===== config.mk =====
export PLATFORM = sky130hd
export DESIGN_NAME = i2c_reg_target
export DESIGN_NICKNAME = d
export VERILOG_FILES = /design/src/rtl/brt_pkg.sv /design/src/rtl/brt_sync.sv /design/src/rtl/brt_regfile.sv /design/src/rtl/brt_link.sv /design/src/rtl/i2c_reg_target.sv
export SDC_FILE = /design/constraint.sdc
export NUM_CORES = 1
export LEC_CHECK = 0
export BUFFER_PORTS_ARGS = -buffer_cell sky130_fd_sc_hd__buf_2
export CAP_MARGIN = 5
export CELL_PAD_IN_SITES_DETAIL_PLACEMENT = 1
export CELL_PAD_IN_SITES_GLOBAL_PLACEMENT = 2
export CORE_MARGIN = 10
export CORE_UTILIZATION = 35
export DETAILED_ROUTE_END_ITERATION = 6
export PLACE_DENSITY_LB_ADDON = 0.1
export SLEW_MARGIN = 30
export SYNTH_ARGS = -nofsm -noshare
export SYNTH_HDL_FRONTEND = slang
export SYNTH_SLANG_ARGS = --single-unit

===== constraint.sdc =====
create_clock -name clk -period 3.05 [get_ports clk]
set_clock_uncertainty 0.05 [all_clocks]
set_input_delay 0 -clock clk [delete_from_list [all_inputs] [get_ports clk]]
set_output_delay 0 -clock clk [all_outputs]
set_load 0.03 [all_outputs]

===== src/rtl/brt_pkg.sv =====
package brt_pkg;

    localparam int          REG_COUNT = 15;
    localparam int          AW        = 4;
    localparam int          DW        = 8;
    localparam logic [6:0]  DEV_ADDR  = 7'b1000100;
    localparam logic [7:0]  ID_VALUE  = 8'h7D;
    localparam logic [7:0]  RESET_KEY = 8'h46;
    localparam logic [3:0]  STAT_IDX  = 4'd8;

    typedef enum logic [3:0] {
        LS_IDLE, LS_DEV, LS_DEV_ACK, LS_PTR, LS_PTR_ACK,
        LS_WR, LS_WR_ACK, LS_RD, LS_RD_ACK
    } link_state_t;

    typedef struct packed {
        logic scl_rise;
        logic scl_fall;
        logic start;
        logic stop;
        logic sda;
    } bus_ev_t;

    typedef struct packed {
        logic          en;
        logic [AW-1:0] addr;
        logic [DW-1:0] data;
    } wr_req_t;

    function automatic logic [DW-1:0] reg_default(input int unsigned idx);
        if (idx == 0)                 return ID_VALUE;
        if (idx == 6 || idx == 7)     return 8'hFF;
        if (idx == int'(STAT_IDX))    return 8'h04;
        return 8'h00;
    endfunction

    function automatic logic [AW-1:0] ptr_next(input logic [AW-1:0] p);
        return (p == AW'(REG_COUNT - 1)) ? '0 : p + 1'b1;
    endfunction

endpackage


===== src/rtl/brt_sync.sv =====
module brt_sync
    import brt_pkg::*;
#(
    parameter int STAGES = 2
) (
    input  logic    clk,
    input  logic    rst,
    input  logic    scl_i,
    input  logic    sda_i,
    output bus_ev_t ev
);
    logic [STAGES-1:0] scl_q, sda_q;
    logic              scl_p, sda_p;
    logic              scl_s, sda_s;

    always_ff @(posedge clk) begin
        if (rst) begin
            scl_q <= '1;
            sda_q <= '1;
            scl_p <= 1'b1;
            sda_p <= 1'b1;
        end else begin
            scl_q <= {scl_q[STAGES-2:0], scl_i};
            sda_q <= {sda_q[STAGES-2:0], sda_i};
            scl_p <= scl_q[STAGES-1];
            sda_p <= sda_q[STAGES-1];
        end
    end

    assign scl_s = scl_q[STAGES-1];
    assign sda_s = sda_q[STAGES-1];

    always_comb begin
        ev.scl_rise = !scl_p && scl_s;
        ev.scl_fall = scl_p && !scl_s;
        ev.start    = scl_p && scl_s && sda_p && !sda_s;
        ev.stop     = scl_p && scl_s && !sda_p && sda_s;
        ev.sda      = sda_s;
    end
endmodule


===== src/rtl/brt_regfile.sv =====
module brt_regfile
    import brt_pkg::*;
#(
    parameter int ENTRIES = REG_COUNT
) (
    input  logic          clk,
    input  logic          rst,
    input  wr_req_t       wr,
    input  logic [AW-1:0] rd_addr,
    output logic [DW-1:0] rd_data
);
    logic [ENTRIES-1:0][DW-1:0] regs;
    logic                       soft_rst;

    assign soft_rst = wr.en && (wr.addr == '0) && (wr.data == RESET_KEY);

    for (genvar g = 0; g < ENTRIES; g++) begin : g_entry
        if (g == 0 || g == int'(STAT_IDX)) begin : g_const
            assign regs[g] = reg_default(g);
        end else begin : g_store
            logic [DW-1:0] q;
            always_ff @(posedge clk) begin
                if (rst || soft_rst)
                    q <= reg_default(g);
                else if (wr.en && wr.addr == AW'(g))
                    q <= wr.data;
            end
            assign regs[g] = q;
        end
    end

    assign rd_data = (rd_addr < AW'(ENTRIES)) ? regs[rd_addr] : '0;
endmodule


===== src/rtl/brt_link.sv =====
module brt_link
    import brt_pkg::*;
(
    input  logic          clk,
    input  logic          rst,
    input  bus_ev_t       ev,
    input  logic [DW-1:0] rd_data,
    output logic [AW-1:0] ptr,
    output logic          sda_oe,
    output wr_req_t       wr,
    output logic          stat_pulse
);
    link_state_t   state;
    logic [3:0]    bitcnt;
    logic [DW-1:0] shreg;
    logic          rw;
    logic          mack;
    logic          collecting;

    assign collecting = (state == LS_DEV) || (state == LS_PTR) || (state == LS_WR);

    always_ff @(posedge clk) begin
        if (rst) begin
            state      <= LS_IDLE;
            bitcnt     <= '0;
            shreg      <= '0;
            ptr        <= '0;
            rw         <= 1'b0;
            mack       <= 1'b0;
            sda_oe     <= 1'b0;
            wr         <= '0;
            stat_pulse <= 1'b0;
        end else begin
            wr.en      <= 1'b0;
            stat_pulse <= 1'b0;
            if (ev.start) begin
                state  <= LS_DEV;
                bitcnt <= '0;
                sda_oe <= 1'b0;
            end else if (ev.stop) begin
                state  <= LS_IDLE;
                sda_oe <= 1'b0;
            end else if (collecting) begin
                if (ev.scl_rise && bitcnt < 4'd8) begin
                    shreg  <= {shreg[DW-2:0], ev.sda};
                    bitcnt <= bitcnt + 1'b1;
                end else if (ev.scl_fall && bitcnt == 4'd8) begin
                    bitcnt <= '0;
                    if (state == LS_DEV) begin
                        if (shreg[7:1] == DEV_ADDR) begin
                            state  <= LS_DEV_ACK;
                            sda_oe <= 1'b1;
                            rw     <= shreg[0];
                        end else begin
                            state  <= LS_IDLE;
                        end
                    end else begin
                        state  <= (state == LS_PTR) ? LS_PTR_ACK : LS_WR_ACK;
                        sda_oe <= 1'b1;
                    end
                end
            end else begin
                case (state)
                    LS_DEV_ACK: if (ev.scl_fall) begin
                        if (rw) begin
                            shreg  <= rd_data;
                            sda_oe <= !rd_data[DW-1];
                            bitcnt <= '0;
                            state  <= LS_RD;
                        end else begin
                            sda_oe <= 1'b0;
                            state  <= LS_PTR;
                        end
                    end
                    LS_PTR_ACK: if (ev.scl_fall) begin
                        sda_oe <= 1'b0;
                        ptr    <= (shreg < DW'(REG_COUNT)) ? shreg[AW-1:0] : '0;
                        state  <= LS_WR;
                    end
                    LS_WR_ACK: if (ev.scl_fall) begin
                        sda_oe  <= 1'b0;
                        wr.en   <= 1'b1;
                        wr.addr <= ptr;
                        wr.data <= shreg;
                        ptr     <= ptr_next(ptr);
                        state   <= LS_WR;
                    end
                    LS_RD: if (ev.scl_fall) begin
                        if (bitcnt == 4'd7) begin
                            sda_oe     <= 1'b0;
                            stat_pulse <= (ptr == STAT_IDX);
                            ptr        <= ptr_next(ptr);
                            bitcnt     <= '0;
                            state      <= LS_RD_ACK;
                        end else begin
                            shreg  <= {shreg[DW-2:0], 1'b0};
                            sda_oe <= !shreg[DW-2];
                            bitcnt <= bitcnt + 1'b1;
                        end
                    end
                    LS_RD_ACK: begin
                        if (ev.scl_rise)
                            mack <= !ev.sda;
                        else if (ev.scl_fall) begin
                            if (mack) begin
                                shreg  <= rd_data;
                                sda_oe <= !rd_data[DW-1];
                                state  <= LS_RD;
                            end else begin
                                state  <= LS_IDLE;
                            end
                        end
                    end
                    default: ;
                endcase
            end
        end
    end
endmodule


===== src/rtl/i2c_reg_target.sv =====
module i2c_reg_target
    import brt_pkg::*;
#(
    parameter int SYNC_STAGES = 2
) (
    input  logic          clk,
    input  logic          rst,
    input  logic          scl_i,
    input  logic          sda_i,
    output logic          sda_oe,
    output logic          rf_wr_stb,
    output logic [AW-1:0] rf_wr_addr,
    output logic [DW-1:0] rf_wr_data,
    output logic          stat_rd_pulse
);
    bus_ev_t       ev;
    wr_req_t       wr;
    logic [AW-1:0] ptr;
    logic [DW-1:0] rd_data;

    brt_sync #(.STAGES(SYNC_STAGES)) u_sync (
        .clk   (clk),
        .rst   (rst),
        .scl_i (scl_i),
        .sda_i (sda_i),
        .ev    (ev)
    );

    brt_link u_link (
        .clk        (clk),
        .rst        (rst),
        .ev         (ev),
        .rd_data    (rd_data),
        .ptr        (ptr),
        .sda_oe     (sda_oe),
        .wr         (wr),
        .stat_pulse (stat_rd_pulse)
    );

    brt_regfile #(.ENTRIES(REG_COUNT)) u_regs (
        .clk     (clk),
        .rst     (rst),
        .wr      (wr),
        .rd_addr (ptr),
        .rd_data (rd_data)
    );

    assign rf_wr_stb  = wr.en;
    assign rf_wr_addr = wr.addr;
    assign rf_wr_data = wr.data;
endmodule


==> results of run 1 <==
[final cells by class]
class,count,area (sq um),area share (%)
multi-input cells,567,3710,46.3
well taps,265,332,4.14
flip-flops and latches,147,2940,36.8
inverters,10,37.5,0.469
repair buffers,51,355,4.44
clock buffers,18,439,5.48
clock inverters,14,189,2.36
[worst reg2reg max path: cells and delay by family (launching register included)]
family	cells	cell delay (ns)
compound gates	2	0.56
flops	1	0.60
mux	1	0.41
simple gates	2	0.80
[timing repair]
item,4_1_cts,5_1_grt
hold endpoints to repair,2,0
buffers inserted,0,0
hold buffers,2,0
[kinds of logic (layout without fill, tap and decap cells)]
group | count (synthesis) | count (layout) | synth area share, %
xor gates and xnor gates | 1 | 1 | 0.127
and+or+nand+nor | 306 | 306 | 21.0
muxes | 125 | 125 | 18.9
buffers and inverters | 68 | 93 | 3.87
AOI/OAI and AO/OA | 132 | 132 | 13.1
DFF | 147 | 147 | 42.5
adders and majority gates | 3 | 3 | 0.506
[Yosys cell counts, types with 6 or more instances]
| cell | count |
|---|---|
| a211oi_1 | 18 |
| a21oi_1 | 40 |
| a221oi_1 | 10 |
| a31oi_1 | 6 |
| buf_1 | 7 |
| buf_2 | 7 |
| clkbuf_1 | 43 |
| dfxtp_1 | 147 |
| inv_1 | 9 |
| mux2_2 | 14 |
| mux2i_1 | 107 |
| nand2_1 | 56 |
| nand2b_1 | 14 |
| nand3_1 | 36 |
| nor2_1 | 125 |
| nor2b_1 | 12 |
| nor3_1 | 12 |
| o21ai_0 | 15 |
| o22ai_1 | 6 |
| or2_2 | 9 |
| or3_1 | 6 |
[worst max-delay path by stage]
stage | start | to | cells past startpoint
finish | u_link.state[1] | u_link.shreg[6] | 5
global route | u_link.state[1] | u_link.shreg[0] | 5
CTS | u_link.state[1] | u_link.shreg[6] | 5
detailed placement | u_link.state[1] | u_link.shreg[6] | 5
global placement | u_link.state[1] | u_link.shreg[0] | 5
floorplan | u_link.wr[6] | u_regs.g_entry[10].g_store.q[0] | 6
[metrics by stage]
step | util (%) | total power, W | hold slack, ns
CTS | 41.1 | 0.00439 | 0.0553
finish | 41.1 | 0.00433 | 0.0715
global placement | 37.8 | 0.00212 | 0.139
global route | 41.1 | 0.00449 | 0.0936
detailed placement | 37.8 | 0.00213 | 0.148
floorplan | - | 0.00208 | 0.0538
[registers in the layout, summed over array words and instances, names as in the netlist, 2 cells and up]
name,flops
u_sync.scl_q,2
u_link.wr,13
u_link.ptr,4
u_regs.g_entry.g_store.q,104
u_link.bitcnt,4
u_link.state,4
u_sync.sda_q,2
u_link.shreg,8
[power by group]
group,internal (W),switching [W],total (W),leakage (nW)
Sequential,0.00193,0.0000240,0.00196,1.19
Clock,0.00134,0.000911,0.00225,0.296
Combinational,0.0000451,0.0000880,0.000133,1.50
[layer usage]
layer | wire length [um] | share of wire (%)
met1 | 11200 | 50
met2 | 10200 | 45
met3 | 803 | 3.5
met4 | 427 | 1.9
met5 | 0 | 0
==> impl_results.md, run 1 <==
- Pin count of the biggest net entering global routing: 39
- Final std cells w/o fill: 1072
- Area share of the largest cell type after synthesis: between 40% and 50%
- Gr busiest metal: met2
- Place WS: between 0.5 and 0.6 ns
- Commonest non-fill, non-tap cells in the layout: dfxtp_1 (146), nor2_1 (125), mux2i_1 (107), nand2_1 (56), a21oi_1 (40)
- Post-cts repair resize count: 0
- Post-route ant nets: 0
- FF+latch count, synth: about 150
- Initial antenna violation count: 0
- Final Hold Violating Endpoints: 0
- Via density: between 5 and 6
- Leakage: 2.98 nW
- Die area: roughly 26000 sq um
- DRT Pass-1 Iters: 5
- GP Congestion: around 0.83
- Met3 usage: 3.12%
- Die Ht: around 160 um
- Post-DP Area: 7360 sq um
- CTS clock-pin slew for the worst setup and hold paths: approximately 0.07 ns
- CTS tree: built
- VDD IR-drop max: about 0.00037 V
- GRT Total Usage: roughly 18%
- Minimum clock period: approximately 2.6 ns
- Ports: 19
- Reg2reg path depth: 5
- Syn Nets: between 700 and 800
- Max-Cap Viols: 0
- Worst Hold Launch: rst
- Top delay family on crit path: simple AND/OR/NAND/NOR gates
- Yosys cell types: 60
- Final setup fails: 0
- WL per Instance: between 20 and 25 um
- Power per cell area: 541 nW/um^2
- Synth area leaders: dfxtp_1 (43%), mux2i_1 (15%), nor2_1 (6.8%)
- Critical path arrival: between 2 and 3 ns
- Crit-path slowest cell: dfxtp_1
- Post-synth EDFFs: 0
- Cell area after synthesis: around 6900 sq um
- Vias post-DR: approximately 6000
- Commonest non-fill, non-tap cell in the layout: dfxtp_1
- First-pass GRT wire length: about 36000 um
- Dpl cells: around 1000
- H-Tree Level Count: 4
- Ys flop type: dfxtp_1
- Max-slew headroom: 38.9%
- RSZ-0062 raised after global routing: no
- Rows: between 50 and 60
- Routing usage on met1: between 20% and 30%
- Worst hold path type: in2reg
- Mapped Avg Cell Area: about 8.8 sq um
- DP HPWL: ~16000 um
- Root Buffer: clkbuf_16
- Final wirelength: between 20000 and 25000 um
- Hold Path Sink: u_link.ptr[2]
- Setup crit end kind: flip-flop
- Largest fanout on the critical path: 13
- Seq/Total Area, Yosys: a little over two fifths
- Share of post-route cells with drive strength above 1: 14.0%
- Setup slack, reg-to-reg: between 0.4 and 0.5 ns
- Fill count: 2226
- WS Path Type: reg2reg
- Sum of buffers and inverters on the critical path: 0
- Final worst slack: between 0.4 and 0.5 ns
- Setup TNS: 0 ns
- Reg2reg end: u_link.shreg[6]
- Area Overhead vs Synth: 15.7%
- R2r startpoint: u_link.state[1]
- # clock sinks: 147
- DRC violations left: 0
- Met2 Usage GRT: 27.5%
- Fin area: 8010 sq um
- Core area: roughly 19000 sq um
- Skew-Pair Late Insertion Delay: ~0.43 ns
- ANT cells: 0
- Synth warn: 0
- Port Buffers: 18
- Worst Tran Pin Value: around 0.92 ns
- Post-synth ARST share: 0%
- Initial core utilization: a little over a third
- Die Width: around 160 um
- F_max: between 300 and 400 MHz
- CTS Buf Count: 17
- Slew Viols, Final: 0
- Status: complete, no violations
- Total grt overflow: 0
- DR iter-0 viols: 346
- Synth area leader: dfxtp_1
- Cell count after synthesis: 782
- CP Launch Type: flip-flop
- Period Utilization, post-route: between 80% and 90%
- Critical Path Max Stage Delay: approximately 0.60 ns
- CTS Buffer Depth: 2
- Required time worst endpoint: between 3 and 4 ns
- Vias in the first global route: 6179
- Crit-path cells: nand2_1 > mux2_4 > a221o_1 > nor2_1 > a311oi_1
- Hold path depth: 2
- Nets: 800
Note: power is estimated with default switching activity, not from simulation.
==> run 2, diff against run 1 <==
Clock period 3.05 ns to 2.6 ns, I/O delays scaled along.
==> run 2 against run 1 <==
Register-to-register slack got worse by 0.25 ns; clock-buffer cell count rose by 2; combinational power rose by 25%; clock power rose by 5%; largest cell class unchanged; first-iteration DRC count up 16%; sequential share of layout area fell by 0.38 points; sequential power increased by 17%; power is 11% higher; via count hardly changed; largest power group unchanged; critical path type unchanged; highest routed layer unchanged.
==> impl_results.md, run 2 (synthesis results as in run 1) <==
- Reg power frac: 47.5%
- # clock sinks: approximately 150
- Pin count of the biggest net entering global routing: 52
- Worst hold path type: in2reg
- Largest regs: u_regs.g_entry.g_store.q x104, u_link.wr x13, u_link.shreg x8
- Commonest non-fill, non-tap cell in the layout: dfxtp_1
- Rows: a little over 50
- H-Tree Level Count: 4
- CTS tree: built
- Status: complete, no violations
- Most flops, register: u_regs.g_entry.g_store.q
- Post-route ant nets: 0
- Ports: 19
- Final Core Density: 41.6%
- CP Launch Type: flip-flop
- Final Hold Violating Endpoints: 0
- Final wirelength: 23200 um
- Cell Int Power: roughly 0.0037 W
- Period Utilization, post-route: between 90% and 100%
- Power share of the combinational group: approximately 3.4%
- Max-Cap Viols: 0
- Initial core utilization: a little over a third
- DR iter-0 viols: just over 400
- Port Buffers: 18
- Area Overhead vs Synth: 16.9%
- F_max: approximately 420 MHz
- Power per cell area: ~600 nW/um^2
- Largest fanout on the critical path: 14
- Hold path depth: 3
- WS Path Type: reg2reg
- ANT cells: 0
- Setup crit end kind: flip-flop
- GRT Total Usage: between 10% and 20%
- Skew-Pair Late Insertion Delay: 0.43 ns
- Minimum clock period: 2.38 ns
- Core area: between 15000 and 20000 sq um
- CTS Buffer Depth: 2
- Vias in the first global route: approximately 6200
- Reg2reg path depth: 5
- First-pass GRT wire length: ~37000 um
- VDD IR-drop max: between 0.0004 and 0.0005 V
- Final setup fails: 0
- Critical path arrival: about 2.7 ns
- Die Width: about 160 um
- P_sw: between 0.001 and 0.0015 W
- WL per Instance: ~21 um
- Leakage: between 3 and 4 nW
- Worst Tran Pin Value: between 0.7 and 0.8 ns
- Die Ht: 161 um
- RSZ-0062 raised after global routing: no
- Post-CTS setup buffers: 0
- Max-slew headroom: 51.0%
- Total grt overflow: 0
- DP HPWL: about 16000 um
- Sw frac: 23.6%
- CTS Buf Count: 17
- Max FFs per register: roughly 100
- CTS clock-pin slew for the worst setup and hold paths: roughly 0.060 ns
- Initial antenna violation count: 0
- Slew Viols, Final: 0
- GP Congestion: 0.867
- Commonest non-fill, non-tap cells in the layout: dfxtp_1 (146), nor2_1 (124), mux2i_1 (107), nand2_1 (56), buf_4 (43)
- Die area: 25800 sq um
- Vias post-DR: 5960
- Power share of the clock group: a little under 50%
- Share of post-route cells with drive strength above 1: 15.6%
- Root Buffer: clkbuf_16
- Required time worst endpoint: 2.87 ns
- Via density: around 5.5
- DRC violations left: 0
- Fill count: about 2300
- Setup TNS: 0 ns
- DRT Pass-1 Iters: 4
- Nets: approximately 820
==> run 2: power by group through the flow <==
stage                     combinational, W  clock (W)  sequential, W
after CTS                         0.000166    0.00243        0.00229
after detailed placement          0.000161          0        0.00234
after global placement            0.000160          0        0.00234
after global routing              0.000184    0.00254        0.00230
final                             0.000166    0.00237        0.00230
after floorplan                   0.000110          0        0.00233
==> run 2: timing repair <==
action	4_1_cts	5_1_grt
resized for setup	0	1
endpoints found under the setup margin	0	3
endpoints found under the hold margin	4	0
hold buffers	3	0
==> run 2: per-layer routing <==
layer | share of wire (%) | GRT usage, % | routed length [um] | vias up
met4 | 1.9 | 5.43 | 429 | 0
met3 | 4.0 | 3.83 | 920 | 32
met1 | 48 | 24.2 | 11200 | 2988
met5 | 0 | 0 | 0 | -
li1 | - | - | - | 2851
met2 | 46 | 28.2 | 10600 | 89
==> run 2: layout make-up <==
type	instances	area (sq um)	share of cell area, %
Clock inverter	12	105	1.30
Multi-Input combinational cell	567	3710	45.9
Inverter	10	37.5	0.464
Sequential cell	147	2940	36.4
Tap cell	265	332	4.10
Clock buffer	20	457	5.64
Timing Repair Buffer	67	503	6.22
==> run 2: path summary, 6_finish.rpt <==
| check | start | end | slack [ns] |
|---|---|---|---|
| worst min register to register | u_sync.scl_q[0] | u_sync.scl_q[1] | 0.37 |
| worst max register to register | u_link.state[0] | u_link.shreg[7] | 0.22 |
| worst min-delay path | scl_i | u_sync.scl_q[0] | 0.25 |
| worst max-delay path | u_link.state[0] | u_link.shreg[7] | 0.22 |
==> run 2: worst max-delay path: stages, from the launching register on <==
cell and delay (ns):
dfxtp_1 0.62, clkinv_1 0.39, a21oi_1 0.37, a221oi_1 0.18
or4_1 0.53, o32ai_1 0.12
==> run 2: metrics by stage <==
stage	instances	power (W)	setup WS, ns	hold slack [ns]	instance area [sq um]
global placement	1053	0.00250	0.204	0.138	7500
global route	1088	0.00502	0.0639	0.279	8090
floorplan	782	0.00244	0.454	0.0538	6920
CTS	1088	0.00489	0.172	0.239	8090
detailed placement	1053	0.00251	0.228	0.146	7500
finish	1088	0.00483	0.225	0.249	8090
==> run 3, diff against run 2 <==
Settings changed: REMOVE_ABC_BUFFERS set to 1.
==> run 3 against run 2 <==
Register-to-register slack improved by 0.05 ns; die area is the same; worst hold slack gained 0.0060 ns; non-clock buffer count is 2 lower; combinational power about the same; routed wire length rose by 1.6%; via count grew 0.18%; sequential power is essentially flat; global-route usage increased by 0.51 points; critical path type unchanged; largest power group unchanged; highest routed layer unchanged.
==> impl_results.md, run 3 (synthesis results as in run 1) <==
- Cell Int Power: between 0.003 and 0.004 W
- Initial antenna violation count: 0
- Initial core utilization: between 30% and 40%
- Commonest non-fill, non-tap cell in the layout: dfxtp_1
- F_max: 429 MHz
- CTS clock-pin slew for the worst setup and hold paths: approximately 0.070 ns
- Sum of buffers and inverters on the critical path: 0
- Largest regs: u_regs.g_entry.g_store.q x104, u_link.wr x13, u_link.shreg x8
- Power share of the combinational group: under 10%
- Die area: roughly 26000 sq um
- Worst Tran Pin Value: ~0.65 ns
- Vias in the first global route: a little over 6000
- Via density: between 5 and 6
- WS Path Type: reg2reg
- Total grt overflow: 0
- Leakage: 3.04 nW
- VDD IR-drop max: 0.000515 V
- Crit-path slowest cell: nor2_1
- Most flops, register: u_regs.g_entry.g_store.q
- CTS Buffer Depth: 2
- Power per cell area: 620 nW/um^2
- GP Congestion: about 0.83
- Worst hold path type: in2reg
- Final Hold Violating Endpoints: 0
- Die Ht: roughly 160 um
- Reg power frac: a little under half
- Crit-path cells: ha_1 > and3b_1 > mux2_4 > a221o_1 > nor2_1 > a311oi_1
- Minimum clock period: 2.33 ns
- DRC violations left: 0
- Final total power: ~0.005 W
- WL per Instance: 21.7 um
- Max-Cap Viols: 0
- DP HPWL: ~16000 um
- Pin count of the biggest net entering global routing: roughly 50
- Max FFs per register: 104
- Post-CTS setup buffers: 0
- Top delay family on crit path: simple AND/OR/NAND/NOR gates
- Skew-Pair Late Insertion Delay: ~0.43 ns
- Core area: just under 20000 sq um
- Final worst slack: around 0.27 ns
- Critical Path Max Stage Delay: roughly 0.44 ns
- Final setup fails: 0
- GRT Total Usage: a little under a fifth
- DR iter-0 viols: 291
- P_sw: around 0.0012 W
- DRT Pass-1 Iters: 4
- Setup crit end kind: flip-flop
- Port Buffers: 18
- RSZ-0062 raised after global routing: no
- First-pass GRT wire length: approximately 37000 um
- Required time worst endpoint: 2.84 ns
- CP Launch Type: flip-flop
- Share of post-route cells with drive strength above 1: 15.0%
- Sw frac: 23.1%
- Status: complete, no violations
- Root Buffer: clkbuf_16
- Vias post-DR: between 5000 and 6000
- ANT cells: 0
- Period Utilization, post-route: approximately nine tenths
- Slew Viols, Final: 0
- # clock sinks: ~150
- Largest fanout on the critical path: 8
- Area Overhead vs Synth: 17.0%
- Power share of the clock group: 51.0%
- CTS tree: built
- Critical path arrival: 2.56 ns
- Commonest non-fill, non-tap cells in the layout: dfxtp_1 (146), nor2_1 (125), mux2i_1 (107), nand2_1 (56), buf_4 (42)
- H-Tree Level Count: 4
- CTS Buf Count: 17
- Max-slew headroom: 56.4%
- Place WS: about 0.31 ns
- Rows: 51
- Ports: 19
- Nets: 814
- Final wirelength: 23600 um
- Post-route ant nets: 0
- Die Width: around 160 um
==> run 3: layout make-up <==
cell class | count | area, sq um
Clock buffer | 20 | 447
Multi-Input combinational cell | 567 | 3710
Timing Repair Buffer | 65 | 475
Sequential cell | 147 | 2940
Fill cell | 2296 | 11400
Tap cell | 265 | 332
Clock inverter | 11 | 153
Inverter | 10 | 37.5
==> run 3: tightest hold or removal path, delay by kind of cell <==
kind	cells	cell delay [ns]
buffers and inverters	2	0.61
and+or+nand+nor	1	0.09
==> run 3: power by group through the flow <==
stage / Clock (W) / Combinational, W / Sequential [W]
after floorplan: 0 / 0.0000940 / 0.00233
after global placement: 0 / 0.000158 / 0.00234
after detailed placement: 0 / 0.000161 / 0.00234
after CTS: 0.00262 / 0.000165 / 0.00229
after global routing: 0.00270 / 0.000184 / 0.00229
final: 0.00256 / 0.000165 / 0.00229
==> run 3: path summary, 6_finish.rpt <==
kind                            cells after the start              end             start  slack, ns
worst max register to register                      6  u_link.shreg[6]  u_link.bitcnt[0]       0.27
worst min-delay path                                3  u_sync.sda_q[0]             sda_i       0.25
worst min register to register                      1  u_sync.sda_q[1]   u_sync.sda_q[0]       0.37
worst max-delay path                                6  u_link.shreg[6]  u_link.bitcnt[0]       0.27
==> run 3: routing by layer <==
metal  part of all wire, %  global-route usage [%]  vias to the layer above
met2                    49                    31.7                       84
met4                   2.4                    7.55                        0
met3                   2.4                    3.02                       33
met5                     0                       0                        -
met1                    46                    22.6                     3015
li1                      -                       -                     2839
==> run 3: timing repair <==
action                    4_1_cts  5_1_grt
resized for setup               0        0
hold endpoints to repair        3        0
hold buffers                    3        0
==> run 3: through the flow <==
stage | util [%] | TNS, ns | hold slack (ns) | std cells | area [sq um]
after floorplan | - | -57.36 | 0.0194 | 724 | 6690
after CTS | 41.6 | 0 | 0.239 | 1085 | 8100
after global routing | 41.6 | 0 | 0.267 | 1085 | 8100
final | 41.6 | 0 | 0.255 | 1085 | 8100
after global placement | 38.4 | 0 | 0.159 | 1051 | 7470
after detailed placement | 38.4 | 0 | 0.162 | 1051 | 7470
